**src/rtl/msu_pkg.sv**
```systemverilog
package msu_pkg;

    typedef enum logic [0:0] {
        ST_IDLE   = 1'b0,
        ST_ACTIVE = 1'b1
    } msu_state_e;

endpackage

```
**src/rtl/msu_ctrl.sv**
```systemverilog
module msu_ctrl
    import msu_pkg::*;
(
    input  logic       clk,
    input  logic       rst_n,
    input  logic       clr,
    input  logic       beat_vld,
    output msu_state_e state,
    output logic       accept
);

    msu_state_e state_q;
    msu_state_e state_d;

    always_ff @(posedge clk or negedge rst_n) begin
        if (!rst_n) state_q <= ST_IDLE;
        else        state_q <= state_d;
    end

    always_comb begin
        state_d = state_q;
        accept  = 1'b0;
        unique case (state_q)
            ST_IDLE: begin
                if (clr) state_d = ST_ACTIVE;
                accept = clr & beat_vld;
            end
            ST_ACTIVE: begin
                state_d = ST_ACTIVE;
                accept  = beat_vld;
            end
            default: begin
                state_d = ST_IDLE;
                accept  = 1'b0;
            end
        endcase
    end

    assign state = state_q;

    // a clear always leaves the controller active
    a_r7_clear_activates: assert property (@(posedge clk) disable iff (!rst_n)
        clr |=> (state_q == ST_ACTIVE));

endmodule

```
**src/rtl/msu_lane_adder.sv**
```systemverilog
module msu_lane_adder #(
    parameter int W      = 32,
    parameter int LANE_W = 8
) (
    input  logic [W-1:0] a,
    input  logic [W-1:0] b,
    input  logic         cin,
    output logic [W-1:0] sum,
    output logic         cout
);

    localparam int LANES = W / LANE_W;

    logic [LANES:0] chain;

    assign chain[0] = cin;

    for (genvar g = 0; g < LANES; g++) begin : g_lane
        assign {chain[g+1], sum[g*LANE_W +: LANE_W]} =
              {1'b0, a[g*LANE_W +: LANE_W]}
            + {1'b0, b[g*LANE_W +: LANE_W]}
            + {{LANE_W{1'b0}}, chain[g]};
    end

    assign cout = chain[LANES];

endmodule

```
**src/rtl/msu_shifter.sv**
```systemverilog
module msu_shifter #(
    parameter int W = 32
) (
    input  logic [W-1:0] din,
    input  logic         sin,
    output logic [W-1:0] dout,
    output logic         sout
);

    assign dout = {din[W-2:0], sin};
    assign sout = din[W-1];

endmodule

```
**src/rtl/msu_marker_unit.sv**
```systemverilog
module msu_marker_unit
    import msu_pkg::*;
#(
    parameter int BLK_W  = 32,
    parameter int LANE_W = 8
) (
    input  logic             clk,
    input  logic             rst_n,
    input  logic             clr,
    input  logic             beat_vld,
    input  logic [BLK_W-1:0] mark_in,
    input  logic [BLK_W-1:0] cls_in,
    output logic             res_vld,
    output logic [BLK_W-1:0] star_res,
    output logic [BLK_W-1:0] step_res
);

    msu_state_e       ctl_state;
    logic             accept;
    logic             carry_q;
    logic             shin_q;
    logic             carry_in;
    logic             shift_in;
    logic [BLK_W-1:0] masked;
    logic [BLK_W-1:0] sum;
    logic             sum_cout;
    logic [BLK_W-1:0] shifted;
    logic             shift_out;
    logic [BLK_W-1:0] star_d;

    msu_ctrl u_ctrl (
        .clk      (clk),
        .rst_n    (rst_n),
        .clr      (clr),
        .beat_vld (beat_vld),
        .state    (ctl_state),
        .accept   (accept)
    );

    assign masked   = mark_in & cls_in;
    assign carry_in = clr ? 1'b0 : carry_q;
    assign shift_in = clr ? 1'b0 : shin_q;

    msu_lane_adder #(.W(BLK_W), .LANE_W(LANE_W)) u_add (
        .a    (masked),
        .b    (cls_in),
        .cin  (carry_in),
        .sum  (sum),
        .cout (sum_cout)
    );

    msu_shifter #(.W(BLK_W)) u_shift (
        .din  (masked),
        .sin  (shift_in),
        .dout (shifted),
        .sout (shift_out)
    );

    assign star_d = (sum ^ cls_in) | mark_in;

    always_ff @(posedge clk or negedge rst_n) begin
        if (!rst_n) begin
            res_vld  <= 1'b0;
            star_res <= '0;
            step_res <= '0;
            carry_q  <= 1'b0;
            shin_q   <= 1'b0;
        end else begin
            res_vld <= accept;
            if (accept) begin
                star_res <= star_d;
                step_res <= shifted;
                carry_q  <= sum_cout;
                shin_q   <= shift_out;
            end else if (clr) begin
                carry_q  <= 1'b0;
                shin_q   <= 1'b0;
            end
        end
    end

    // no result while idle without a clear
    a_r2_idle_ignored: assert property (@(posedge clk) disable iff (!rst_n)
        (ctl_state == ST_IDLE && !clr) |=> !res_vld);

    // a result only follows a presented beat
    a_r3_result_follows_beat: assert property (@(posedge clk) disable iff (!rst_n)
        res_vld |-> $past(beat_vld));

    // star result covers every input marker
    a_r4_keeps_markers: assert property (@(posedge clk) disable iff (!rst_n)
        accept |=> ((star_res & $past(mark_in)) == $past(mark_in)));

    // upper step bits are the masked markers moved one place later
    a_r6_step_shift: assert property (@(posedge clk) disable iff (!rst_n)
        accept |=> (step_res[BLK_W-1:1] == $past(mark_in[BLK_W-2:0] & cls_in[BLK_W-2:0])));

    // a clear without a beat leaves both carries at zero
    a_r7_clear_zero: assert property (@(posedge clk) disable iff (!rst_n)
        (clr && !beat_vld) |=> (!carry_q && !shin_q));

    // carries hold across cycles with no beat and no clear
    a_r8_carry_hold: assert property (@(posedge clk) disable iff (!rst_n)
        (!accept && !clr) |=> ($stable(carry_q) && $stable(shin_q)));

endmodule

```
**config.mk**
```make
export PLATFORM = sky130hd
export DESIGN_NAME = msu_marker_unit
export DESIGN_NICKNAME = d
export VERILOG_FILES = /design/src/rtl/msu_pkg.sv /design/src/rtl/msu_ctrl.sv /design/src/rtl/msu_lane_adder.sv /design/src/rtl/msu_shifter.sv /design/src/rtl/msu_marker_unit.sv
export SDC_FILE = /design/constraint.sdc
export NUM_CORES = 1
export LEC_CHECK = 0
export ABC_AREA = 1
export BUFFER_PORTS_ARGS = -buffer_cell sky130_fd_sc_hd__buf_2
export CORE_UTILIZATION = 54
export CTS_CLUSTER_SIZE = 16
export DETAILED_ROUTE_END_ITERATION = 8
export MAX_ROUTING_LAYER = met4
export PLACE_DENSITY = 0.94
export SETUP_SLACK_MARGIN = 0.1
export SYNTH_ARGS = -nofsm -noshare
export SYNTH_HDL_FRONTEND = slang
export SYNTH_SLANG_ARGS = --single-unit
```
**constraint.sdc**
```tcl
create_clock -name clk -period 11.3 [get_ports clk]
set_clock_uncertainty 0.2 [all_clocks]
set_input_delay 2.26 -clock clk [delete_from_list [all_inputs] [get_ports clk]]
set_output_delay 2.26 -clock clk [all_outputs]
set_load 0.005 [all_outputs]
```
==> results of run 1 <==
worst paths after layout:
kind	to	slack [ns]	cells after the start
worst min-delay path	step_res[3]	0.28	2
max in group asynchronous	star_res[31]	8.40	2
worst max register to register	carry_q	6.86	44
worst max-delay path	carry_q	5.12	45
min in group asynchronous	step_res[5]	1.91	2
worst min register to register	step_res[3]	0.28	2
critical path, delay by kind of cell:
kind	cells	cell delay, ns
buf+inv	10	0.59
fa+ha+maj	8	1.46
simple gates	27	1.88
per-layer routing:
metal / vias up / wire length [um] / GRT usage (%)
met4: 0 / 145 / 11.4
met1: 1705 / 3670 / 27.9
li1: 1877 / - / -
met5: - / 0 / -
met3: 13 / 354 / 4.23
met2: 99 / 4500 / 46.9
kinds of logic (layout without fill, tap and decap cells):
group / after synthesis / after routing
compound gates: 81 / 81
buf+inv: 89 / 225
flops: 68 / 68
simple gates: 265 / 265
fa+ha+maj: 8 / 8
power by group through the flow:
stage / Sequential [mW] / Clock, mW / Combinational, mW
after CTS: 0.276 / 0.174 / 0.110
after floorplan: 0.282 / 0 / 0.0536
after global placement: 0.280 / 0 / 0.105
final: 0.276 / 0.170 / 0.109
after global routing: 0.279 / 0.183 / 0.124
after detailed placement: 0.281 / 0 / 0.109
flip-flops by register name, summed over array words and instances, names as in the netlist:
signal        cells
star_res         32
carry_q           1
shin_q            1
u_ctrl.state      1
res_vld           1
step_res         32
cell usage after synthesis:
cell type	n
sky130_fd_sc_hd__o21ai_0	41
sky130_fd_sc_hd__ha_1	8
sky130_fd_sc_hd__or2_2	4
sky130_fd_sc_hd__a21boi_0	3
sky130_fd_sc_hd__dfrtp_1	68
sky130_fd_sc_hd__buf_6	2
sky130_fd_sc_hd__o22ai_1	8
sky130_fd_sc_hd__nor3_1	15
sky130_fd_sc_hd__nand2_4	1
sky130_fd_sc_hd__buf_2	1
sky130_fd_sc_hd__nor2_1	68
sky130_fd_sc_hd__and3_1	3
sky130_fd_sc_hd__nand2_2	1
sky130_fd_sc_hd__a22oi_1	1
sky130_fd_sc_hd__nand2_1	146
sky130_fd_sc_hd__a21oi_1	18
sky130_fd_sc_hd__clkbuf_1	6
sky130_fd_sc_hd__buf_4	4
sky130_fd_sc_hd__nand3b_1	4
sky130_fd_sc_hd__inv_2	1
sky130_fd_sc_hd__inv_1	75
sky130_fd_sc_hd__nor2_4	1
sky130_fd_sc_hd__nand3_1	22
sky130_fd_sc_hd__a31oi_1	8
sky130_fd_sc_hd__o31ai_1	2
stage by stage:
stage / area [um2] / utilization (%) / cells / total power [mW]
2_1_floorplan: 3700 / - / 511 / 0.336
3_3_place_gp: 4380 / 67.5 / 708 / 0.384
3_5_place_dp: 4380 / 67.5 / 708 / 0.390
4_1_cts: 4550 / 70.0 / 724 / 0.560
5_1_grt: 4550 / 70.0 / 724 / 0.586
6_report: 4550 / 70.0 / 724 / 0.555
layout make-up:
| class | instances | area [um2] |
|---|---|---|
| Fill cell | 554 | 1950 |
| Multi-Input combinational cell | 354 | 1630 |
| Timing Repair Buffer | 133 | 668 |
| Tap cell | 77 | 96.3 |
| Clock inverter | 2 | 10.0 |
| Inverter | 76 | 285 |
| Clock buffer | 14 | 153 |
| Sequential cell | 68 | 1700 |
==> out/results.env, run 1 <==
CP_COMMON_CELL='sky130_fd_sc_hd__nand2_1'
PATH_CLASS='in -> reg'
CELLINTERNALPOWER_mW=0.396
POST_CTS.RESIZED_INSTANCES=0
LAYOUT.CELLS.MOST_COMMON='sky130_fd_sc_hd__nand2_1'
DRV.MAX_CAP_VIOLATION_COUNT=0
FINAL_ANTENNA_NET_COUNT=0
CLOCK_SINK_COUNT=68
PLACE_HPWL_UM=6410
SETUP_REPAIR_AFTER_GLOBAL_ROUTING_MISSED_ITS_MARGIN='false'
POST_SYNTH_INSTANCE_AREA_UM2=3700
GRT_FIRST_PASS_WIRELENGTH_UM=14500
GPL.FINAL_WEIGHTED_CONGESTION=0.833
MOSTFREQUENTLAYOUTCELLS='146 x sky130_fd_sc_hd__nand2_1, 132 x sky130_fd_sc_hd__buf_2, 75 x sky130_fd_sc_hd__inv_1, 68 x sky130_fd_sc_hd__nor2_1, 68 x sky130_fd_sc_hd__dfrtp_1'
CTS_MAX_PATH_BUFFERS=2
SYNTH_SIMPLE_GATE_AREA_SHARE_PCT=29.5
FAILING_CHECKS='DRC'
CP-STARTPOINT='cls_in[0]'
PWR-SHARE-SEQ_PCT=49.8
N_ANTENNA_CELL=0
AREA_GROWTH_PCT=22.9
PLACEABLECOREAREA_UM2=6490
P_LEAK_nW=2.52
SYNTH_FA_HA_AREA_SHARE_PCT=2.71
PLACEMENTROWS=29
ROOT_BUFFER='sky130_fd_sc_hd__clkbuf_8'
SETUP_VIOLATORS_FINAL=0
TIMING.FINAL.MAX_SLEW_VIOLATIONS=0
DRT_FIRST_ITER_VIOLATIONS=120
FINALCRITICALPERIOD_NS=6.18
SYNTH_COMPOUND_AREA_SHARE_PCT=11.9
CRITPATHMAXSTAGEDELAY_NS=0.19
POWER.SHARE.SWITCHING_PCT=28.6
INITIAL_CORE_UTIL_PCT=56.9
DESIGN.FINAL.NETS=718
CTS_POST_SETUP_BUFFERS_INSERTED=0
GRT_START_MAX_NET_PINS=83
GRT_ANTENNA_BEFORE_REPAIR=0
TIMING.FINAL.WS_SETUP_NS=5.12
POST_DRT_VIA_CELL_RATIO=5.10
YOSYSTOPAREACELLSHARE_PCT=46.0
DIE_HEIGHT_UM=84.8
GRTUSAGETOTAL_PCT=25.9
YS_SEQ_ELEMENTS=68
FP.DIEAREA_UM2=7180
SYNTH_AREA_LEADERS='sky130_fd_sc_hd__dfrtp_1 46%, sky130_fd_sc_hd__nand2_1 15%, sky130_fd_sc_hd__inv_1 7.6%, sky130_fd_sc_hd__nor2_1 6.9%, sky130_fd_sc_hd__o21ai_0 5.5%'
SYNTH_CELLS=511
WORST_PATH_REQUIRED_TIME_NS=11.31
SYNTH.AVG_CELL_AREA_UM2=7.24
CRIT-REG2REG-LAUNCH='carry_q'
PATH_MAX_FANOUT=3
P_PER_AREA_nW_PER_UM2=122
POWER.SHARE.COMBINATIONAL_PCT=19.6
WORST_SETUP_HOLD_PATH_CLK_SLEW_NS=0.07
AVGROUTEDWIREPERCELL_UM=12.0
SETUP.WORST_PATH.START_CLASS='input pin'
NUMCTSBUFFERS=9
YOSYS_WARNINGS=0
TIMING.CRITICAL_PATH.TO_TYPE='flop'
SYNTH_SEQUENTIAL_AREA_RATIO_PCT=46.0
XOR_AND_XNOR_AREA_SHARE_AFTER_SYNTHESIS_PCT=0
WORST_ENDPOINT_DATA_ARRIVAL_TIME_NS=6.19
CPMAXSTAGEDELAYCELL='sky130_fd_sc_hd__ha_1'
PRE_CTS_SLACK_NS=4.85
HP-START='step_res[3]'
CTS_TREE='built'
OVERFLOW=0
FLOORPLAN.IO_PINS=133
MAX_TRANSITION_MARGIN_PCT=24.0
MIN_PATH_TYPE='reg -> reg'
WORST_IR_DROP_VDD_V=0.0000711
NUMBER_OF_DISTINCT_LIBRARY_CELLS_AFTER_SYNTHESIS=25
FIN_SETUP_TNS_NS=0
ROUTED-VIA-COUNT=3694
CLKPWRFRAC_PCT=30.6
MUXSHAREOFSYNTHAREA_PCT=0
GRT_PASS1_VIAS=3567
POST-ROUTE-DRC-COUNT=7
DRT_PRE_ANTENNA_ITERS=7
NET-SWITCHING-POWER_mW=0.159
ROUTE.FINAL.WIRE_LENGTH_UM=8670
MAX_CLOCK_FREQ_MHz=162
SYNTH_TOP_FAMILY_BY_AREA='simple AND/OR/NAND/NOR gates'
WORST_PIN_SLEW_NS=1.14
HTREE_LEVELS=3
DRIVE_GT1_SHARE_PCT=23.6
OUTCOME='finished with violations'
HOLD_SLACK_NS=0.281
SYNTH_TOP_AREA_CELL='sky130_fd_sc_hd__dfrtp_1'
PERIOD_UTILISATION_LAYOUT_PCT=54.6
PORT-BUFFER-COUNT=132
WORST_SKEW_LATE_LATENCY_NS=0.32
FINALHOLDVIOLATIONS=0
DIE_WIDTH_UM=84.8
SYN-NUM-NETS=587
CTSHOLDBUFFERS=0
(Power assumes the default switching activity.)
==> run 2: changes to the inputs <==
--- a/config.mk
+++ b/config.mk
@@ -7,11 +7,11 @@
 export LEC_CHECK = 0
 export ABC_AREA = 1
 export BUFFER_PORTS_ARGS = -buffer_cell sky130_fd_sc_hd__buf_2
-export CORE_UTILIZATION = 54
+export CORE_UTILIZATION = 45
 export CTS_CLUSTER_SIZE = 16
 export DETAILED_ROUTE_END_ITERATION = 8
 export MAX_ROUTING_LAYER = met4
-export PLACE_DENSITY = 0.94
+export PLACE_DENSITY = 0.84
 export SETUP_SLACK_MARGIN = 0.1
 export SYNTH_ARGS = -nofsm -noshare
 export SYNTH_HDL_FRONTEND = slang
==> constraint.sdc (replaced) <==
create_clock -name clk -period 5.12 [get_ports clk]
set_clock_uncertainty 0.2 [all_clocks]
set_input_delay 1.024 -clock clk [delete_from_list [all_inputs] [get_ports clk]]
set_output_delay 1.024 -clock clk [all_outputs]
set_load 0.005 [all_outputs]
==> run 2 against run 1 <==
The flow now finishes without violations; sequential power is 120% higher; final cell count is 3.9% higher; non-clock buffer count is 4 higher; clock power grew to 2.7 times the previous value; utilization is 9.7 points lower; largest cell class is now multi-input combinational cells; largest power group unchanged.
==> out/results.env, run 2 (synthesis results as in run 1) <==
PATH_MAX_FANOUT=3  # unchanged
CTSHOLDBUFFERS=0  # unchanged
GRT_FIRST_PASS_WIRELENGTH_UM=15300  # +5.3%
PATH_DELAY_FAMILY='simple AND/OR/NAND/NOR gates'
GRT_ANTENNA_BEFORE_REPAIR=0  # unchanged
SETUP.WORST_PATH.START_CLASS='input pin'
FP.DIEAREA_UM2=8590  # +20%
WORST_PATH_REQUIRED_TIME_NS=5.14  # -6.17 ns
ROOT_BUFFER='sky130_fd_sc_hd__clkbuf_8'
STDCELL_COUNT=752  # +3.9%
NFILLCELLS=756  # +36%
OVERFLOW=0  # unchanged
TIMING.CRITICAL_PATH.TO_TYPE='flop'
DIE_HEIGHT_UM=92.7  # +9.3%
GRTUSAGETOTAL_PCT=22.5  # -3.4 points
WORST_ENDPOINT_DATA_ARRIVAL_TIME_NS=4.73  # -1.46 ns
AREA.SEQUENTIAL_UM2=1700  # unchanged
N_ANTENNA_CELL=0  # unchanged
SETUP_VIOLATORS_FINAL=0  # unchanged
AVGROUTEDWIREPERCELL_UM=12.3  # +3.1%
PORT-BUFFER-COUNT=132  # unchanged
P_LEAK_nW=2.56  # +1.5%
MULTI_INPUT_AREA_UM2=1710  # +5.1%
DRT_FIRST_ITER_VIOLATIONS=161  # +34%
DRIVE_GT1_SHARE_PCT=28.2  # +4.5 points
CLOCK_SINK_COUNT=68  # unchanged
HOLD_SLACK_NS=0.280  # -0.00160 ns
WORST_IR_DROP_VDD_V=0.000143  # +100%
SETUP_REPAIR_AFTER_GLOBAL_ROUTING_MISSED_ITS_MARGIN='false'
ROUTED-VIA-COUNT=3685  # -0.24%
GPL.FINAL_WEIGHTED_CONGESTION=0.809  # -2.9%
CP_COMMON_CELL='sky130_fd_sc_hd__nand2_2'
FIN_AREA_UM2=4730  # +4.0%
PERIOD_UTILISATION_LAYOUT_PCT=91.9
DIE_WIDTH_UM=92.7  # +9.3%
PLACEABLECOREAREA_UM2=7850  # +21%
DRT_PRE_ANTENNA_ITERS=5  # -2
LAYOUT.CELLS.MOST_COMMON='sky130_fd_sc_hd__nand2_1'
CTS_MAX_PATH_BUFFERS=2  # unchanged
HTREE_LEVELS=3  # unchanged
INITIAL_CORE_UTIL_PCT=47.1  # -9.8 points
P_PER_AREA_nW_PER_UM2=280  # +130%
PATH_CLASS='in -> reg'
FLOORPLAN.IO_PINS=133  # unchanged
REG_TOP3='star_res x32, step_res x32'
PLACE_AREA_UM2=4440  # +1.2%
PLACEMENTROWS=32  # +10%
FINALHOLDVIOLATIONS=0  # unchanged
MIN_PATH_TYPE='reg -> reg'
MAX_TRANSITION_MARGIN_PCT=21.7  # -2.3 points
AREA_GROWTH_PCT=27.9
DESIGN.FINAL.NETS=722  # +0.56%
FIN_SETUP_TNS_NS=0  # unchanged
CTS_TREE='built'
MOSTFREQUENTLAYOUTCELLS='137 x sky130_fd_sc_hd__nand2_1, 132 x sky130_fd_sc_hd__buf_2, 73 x sky130_fd_sc_hd__inv_1, 68 x sky130_fd_sc_hd__dfrtp_1, 67 x sky130_fd_sc_hd__nor2_1'
POST-ROUTE-DRC-COUNT=0  # -7
WORST_SKEW_LATE_LATENCY_NS=0.33  # about the same
FINAL_ANTENNA_NET_COUNT=0  # unchanged
PLACED_CELLS_INCL_TAPS=736  # +4.0%
GRT_START_MAX_NET_PINS=83  # unchanged
OUTCOME='finished clean'
CRITPATHMAXSTAGEDELAY_NS=0.18  # about the same
POST_DRT_VIA_CELL_RATIO=4.90  # -4.0%
GRT_PASS1_VIAS=3615  # +1.3%
CPMAXSTAGEDELAYCELL='sky130_fd_sc_hd__ha_1'
PLACE_HPWL_UM=6590  # +2.7%
WORST_SETUP_HOLD_PATH_CLK_SLEW_NS=0.07  # about the same
TIMING.FINAL.MAX_SLEW_VIOLATIONS=0  # unchanged
FINALCRITICALPERIOD_NS=4.71
CRITICAL_PATH.N_BUFFERS_INVERTERS=10  # unchanged
DRV.MAX_CAP_VIOLATION_COUNT=0  # unchanged
MAX_CLOCK_FREQ_MHz=212
ROUTE.FINAL.WIRE_LENGTH_UM=9290  # +7.1%
WORST_PIN_SLEW_NS=1.17  # +0.0347 ns
NUMCTSBUFFERS=9  # unchanged
-- run 2: cell types whose count changed in the layout (fill, tap and decap cells not counted), moves of 4 or more --
cell                      previous run  this run
sky130_fd_sc_hd__ha_1                8         3
sky130_fd_sc_hd__ha_2                0         5
sky130_fd_sc_hd__nand2_1           146       137
sky130_fd_sc_hd__buf_4               1         5
sky130_fd_sc_hd__nand3_2             0         8
sky130_fd_sc_hd__nand3_1            22        14
sky130_fd_sc_hd__nand2_2             1        10
-- run 2: path summary, 6_finish.rpt --
kind	slack, ns	from	cells after the start	endpoint
max in group asynchronous	3.20	rst_n	2	star_res[14]
min in group asynchronous	0.54	rst_n	1	step_res[27]
hold / removal	0.28	step_res[29]	2	step_res[29]
hold reg to reg	0.28	step_res[29]	2	step_res[29]
setup / recovery	0.41	cls_in[0]	45	carry_q
setup reg to reg	0.85	carry_q	44	carry_q
-- run 2: power by group --
group          total, mW  switching [mW]  internal (mW)
registers          0.610          0.0253          0.585
logic              0.250           0.145          0.105
clock network      0.462           0.199          0.263
-- run 2: area by class of cell --
| cell class | count | share of cell area, % |
|---|---|---|
| multi-input cells | 354 | 36.2 |
| flip-flops and latches | 68 | 36.0 |
| repair buffers | 137 | 14.8 |
| inverters | 76 | 6.03 |
| clock buffers | 14 | 3.65 |
| well taps | 102 | 2.70 |
| clock inverters | 1 | 0.635 |
-- run 2: per-layer routing --
metal  up-vias  share of wire [%]  global-route usage [%]
met5         -                  0                       -
met2       113                 50                    38.5
li1       1887                  -                       -
met3        15                4.9                    4.02
met1      1670                 44                    26.5
met4         0                1.6                    8.21
-- run 2: worst reg2reg max path, delay by kind of cell (launching register included) --
family        cells  cell delay (ns)
simple gates     27             1.69
buf+inv           9             0.54
fa+ha+maj         8             1.39
flops             1             0.36
-- run 2: what timing repair did --
| item | CTS | global route |
|---|---|---|
| setup buffers | 0 | 1 |
| setup endpoints to repair | 0 | 8 |
| gates resized for setup | 0 | 26 |
-- run 2: metrics by stage --
stage	power (mW)	setup slack, ns	util, %
3_3_place_gp	0.853	0.0329	56.5
4_1_cts	1.33	0.238	59.1
2_1_floorplan	0.741	0.476	-
3_5_place_dp	0.863	-0.102	56.5
6_report	1.32	0.413	60.3
5_1_grt	1.39	0.0514	60.3
==> run 3: changes to the inputs <==
--- a/config.mk
+++ b/config.mk
@@ -7,6 +7,7 @@
 export LEC_CHECK = 0
 export ABC_AREA = 1
 export BUFFER_PORTS_ARGS = -buffer_cell sky130_fd_sc_hd__buf_2
+export CORE_MARGIN = 3
 export CORE_UTILIZATION = 45
 export CTS_CLUSTER_SIZE = 16
 export DETAILED_ROUTE_END_ITERATION = 8
==> run 3 against run 2 <==
Register-to-register slack got worse by 0.04 ns; largest power group unchanged; die area increased by 8.8%; hold slack improved by 0.0015 ns; global-route usage decreased by 2.1 points.
==> out/results.env, run 3 (synthesis results as in run 1) <==
AREA_GROWTH_PCT=26.9
P_PER_AREA_nW_PER_UM2=274  # -2.0%
PORT-BUFFER-COUNT=132  # unchanged
LAYOUT.CORE_UTILIZATION_PCT=59.8  # -0.48 points
TIMING.FINAL.MAX_SLEW_VIOLATIONS=0  # unchanged
PLACE_HPWL_UM=6950  # +5.5%
TIMING.CRITICAL_PATH.TO_TYPE='flop'
FINALCRITICALPERIOD_NS=4.74  # +0.0348 ns
MAX_CLOCK_FREQ_MHz=211  # -0.73%
POST_DRT_VIA_CELL_RATIO=4.94  # +0.76%
ROOT_BUFFER='sky130_fd_sc_hd__clkbuf_8'
GPL.FINAL_WEIGHTED_CONGESTION=0.845  # +4.5%
GRT_FIRST_PASS_WIRELENGTH_UM=16000  # +4.6%
OVERFLOW=0  # unchanged
CLOCK_SINK_COUNT=68  # unchanged
PERIOD_UTILISATION_LAYOUT_PCT=92.6  # +0.68 points
WORST_ENDPOINT_DATA_ARRIVAL_TIME_NS=4.76  # +0.03 ns
WORST_SKEW_LATE_LATENCY_NS=0.32  # about the same
CTS_POST_SETUP_BUFFERS_INSERTED=0  # unchanged
AVGROUTEDWIREPERCELL_UM=12.4  # about the same
GRT_START_MAX_NET_PINS=83  # unchanged
FLOORPLAN.IO_PINS=133  # unchanged
NUMCTSBUFFERS=9  # unchanged
SETUP.WORST_PATH.START_CLASS='input pin'
N_ANTENNA_CELL=0  # unchanged
PATH_CLASS='in -> reg'
P_LEAK_nW=2.54  # -0.61%
GRT_ANTENNA_BEFORE_REPAIR=0  # unchanged
LAYOUT.CELLS.MOST_COMMON='sky130_fd_sc_hd__nand2_1'
PLACEABLECOREAREA_UM2=7850  # unchanged
CRITPATHMAXSTAGEDELAY_NS=0.19  # about the same
MIN_PATH_TYPE='reg -> reg'
POST_CTS.RESIZED_INSTANCES=0  # unchanged
ROUTE.FINAL.WIRE_LENGTH_UM=9270  # -0.22%
FP.DIEAREA_UM2=9340  # +8.8%
INITIAL_CORE_UTIL_PCT=47.1  # unchanged
PATH_MAX_FANOUT=3  # unchanged
CTS_MAX_PATH_BUFFERS=2  # unchanged
DRT_FIRST_ITER_VIOLATIONS=109  # -32%
WORST_PIN_SLEW_NS=1.16  # -0.00941 ns
MOSTFREQUENTLAYOUTCELLS='138 x sky130_fd_sc_hd__nand2_1, 132 x sky130_fd_sc_hd__buf_2, 73 x sky130_fd_sc_hd__inv_1, 68 x sky130_fd_sc_hd__dfrtp_1, 67 x sky130_fd_sc_hd__nor2_1'
MAX_TRANSITION_MARGIN_PCT=22.3  # +0.63 points
HOLD_SLACK_NS=0.281  # +0.00155 ns
WORST_PATH_REQUIRED_TIME_NS=5.13  # about the same
DRT_PRE_ANTENNA_ITERS=4  # -1
SETUP_VIOLATORS_FINAL=0  # unchanged
FINAL_ANTENNA_NET_COUNT=0  # unchanged
DRIVE_GT1_SHARE_PCT=27.5  # -0.68 points
CTS_TREE='built'
OUTCOME='finished clean'
PRE_CTS_SLACK_NS=-0.117  # -0.0150 ns
SETUP_REPAIR_AFTER_GLOBAL_ROUTING_MISSED_ITS_MARGIN='false'
ROUTED-VIA-COUNT=3703  # +0.49%
DIE_HEIGHT_UM=96.7  # +4.3%
DESIGN.FINAL.NETS=720  # -0.28%
WORST_IR_DROP_VDD_V=0.000199  # +39%
WORST_SETUP_HOLD_PATH_CLK_SLEW_NS=0.07  # about the same
POST-ROUTE-DRC-COUNT=0  # unchanged
GRT_PASS1_VIAS=3682  # +1.9%
CP_COMMON_CELL='sky130_fd_sc_hd__nand2_1'
HTREE_LEVELS=3  # unchanged
DRV.MAX_CAP_VIOLATION_COUNT=0  # unchanged
PLACEMENTROWS=32  # unchanged
CTSHOLDBUFFERS=0  # unchanged
CPMAXSTAGEDELAYCELL='sky130_fd_sc_hd__ha_1'
TIMING.FINAL.WS_SETUP_NS=0.379  # -0.0348 ns
FINALHOLDVIOLATIONS=0  # unchanged
GRTUSAGETOTAL_PCT=20.4  # -2.1 points
DIE_WIDTH_UM=96.7  # +4.3%
REG_TOP3='star_res x32, step_res x32'
[run 3: changes by cell type in the layout (fill, tap and decap cells not counted), sizes merged]
| cell | before | now |
|---|---|---|
| clkinv | 0 | 1 |
| clkbuf | 14 | 13 |
| buf | 137 | 135 |
[run 3: worst max-delay path, delay by kind of cell]
kind | cells | cell delay, ns
simple gates | 27 | 1.71
fa+ha+maj | 8 | 1.39
buf+inv | 10 | 0.58
[run 3: layout make-up]
type | count | area [um2]
Clock buffer | 13 | 149
Clock inverter | 2 | 35.0
Fill cell | 761 | 3160
Inverter | 76 | 285
Multi-Input combinational cell | 354 | 1710
Sequential cell | 68 | 1700
Tap cell | 102 | 128
Timing Repair Buffer | 135 | 683
[run 3: final timing paths]
path / from / endpoint / slack (ns) / cells after the start
min: step_res[30] / step_res[30] / 0.28 / 2
max: cls_in[0] / carry_q / 0.38 / 45
max reg2reg: carry_q / carry_q / 0.81 / 44
min in group asynchronous: rst_n / step_res[27] / 0.55 / 1
min reg2reg: step_res[30] / step_res[30] / 0.28 / 2
max in group asynchronous: rst_n / star_res[10] / 3.21 / 2
[run 3: layer usage]
metal  up-vias  global-route usage (%)  part of all wire, %
li1       1887                       -                    -
met1      1695                    24.5                   44
met2       109                    34.7                   50
met3        12                    3.89                  5.0
met4         0                    6.48                  1.2
met5         -                       -                    0
[run 3: power breakdown]
part	switching [mW]	internal [mW]	total, mW
combinational	0.143	0.104	0.247
sequential	0.0262	0.585	0.611
clock	0.192	0.236	0.428
[run 3: through the flow]
step	TNS, ns	cell area [um2]	instances	power, mW
floorplan	0	3700	511	0.741
global placement	0	4430	735	0.853
detailed placement	-0.249	4430	735	0.864
CTS	0	4610	750	1.30
global route	0	4690	750	1.37
finish	0	4690	750	1.29
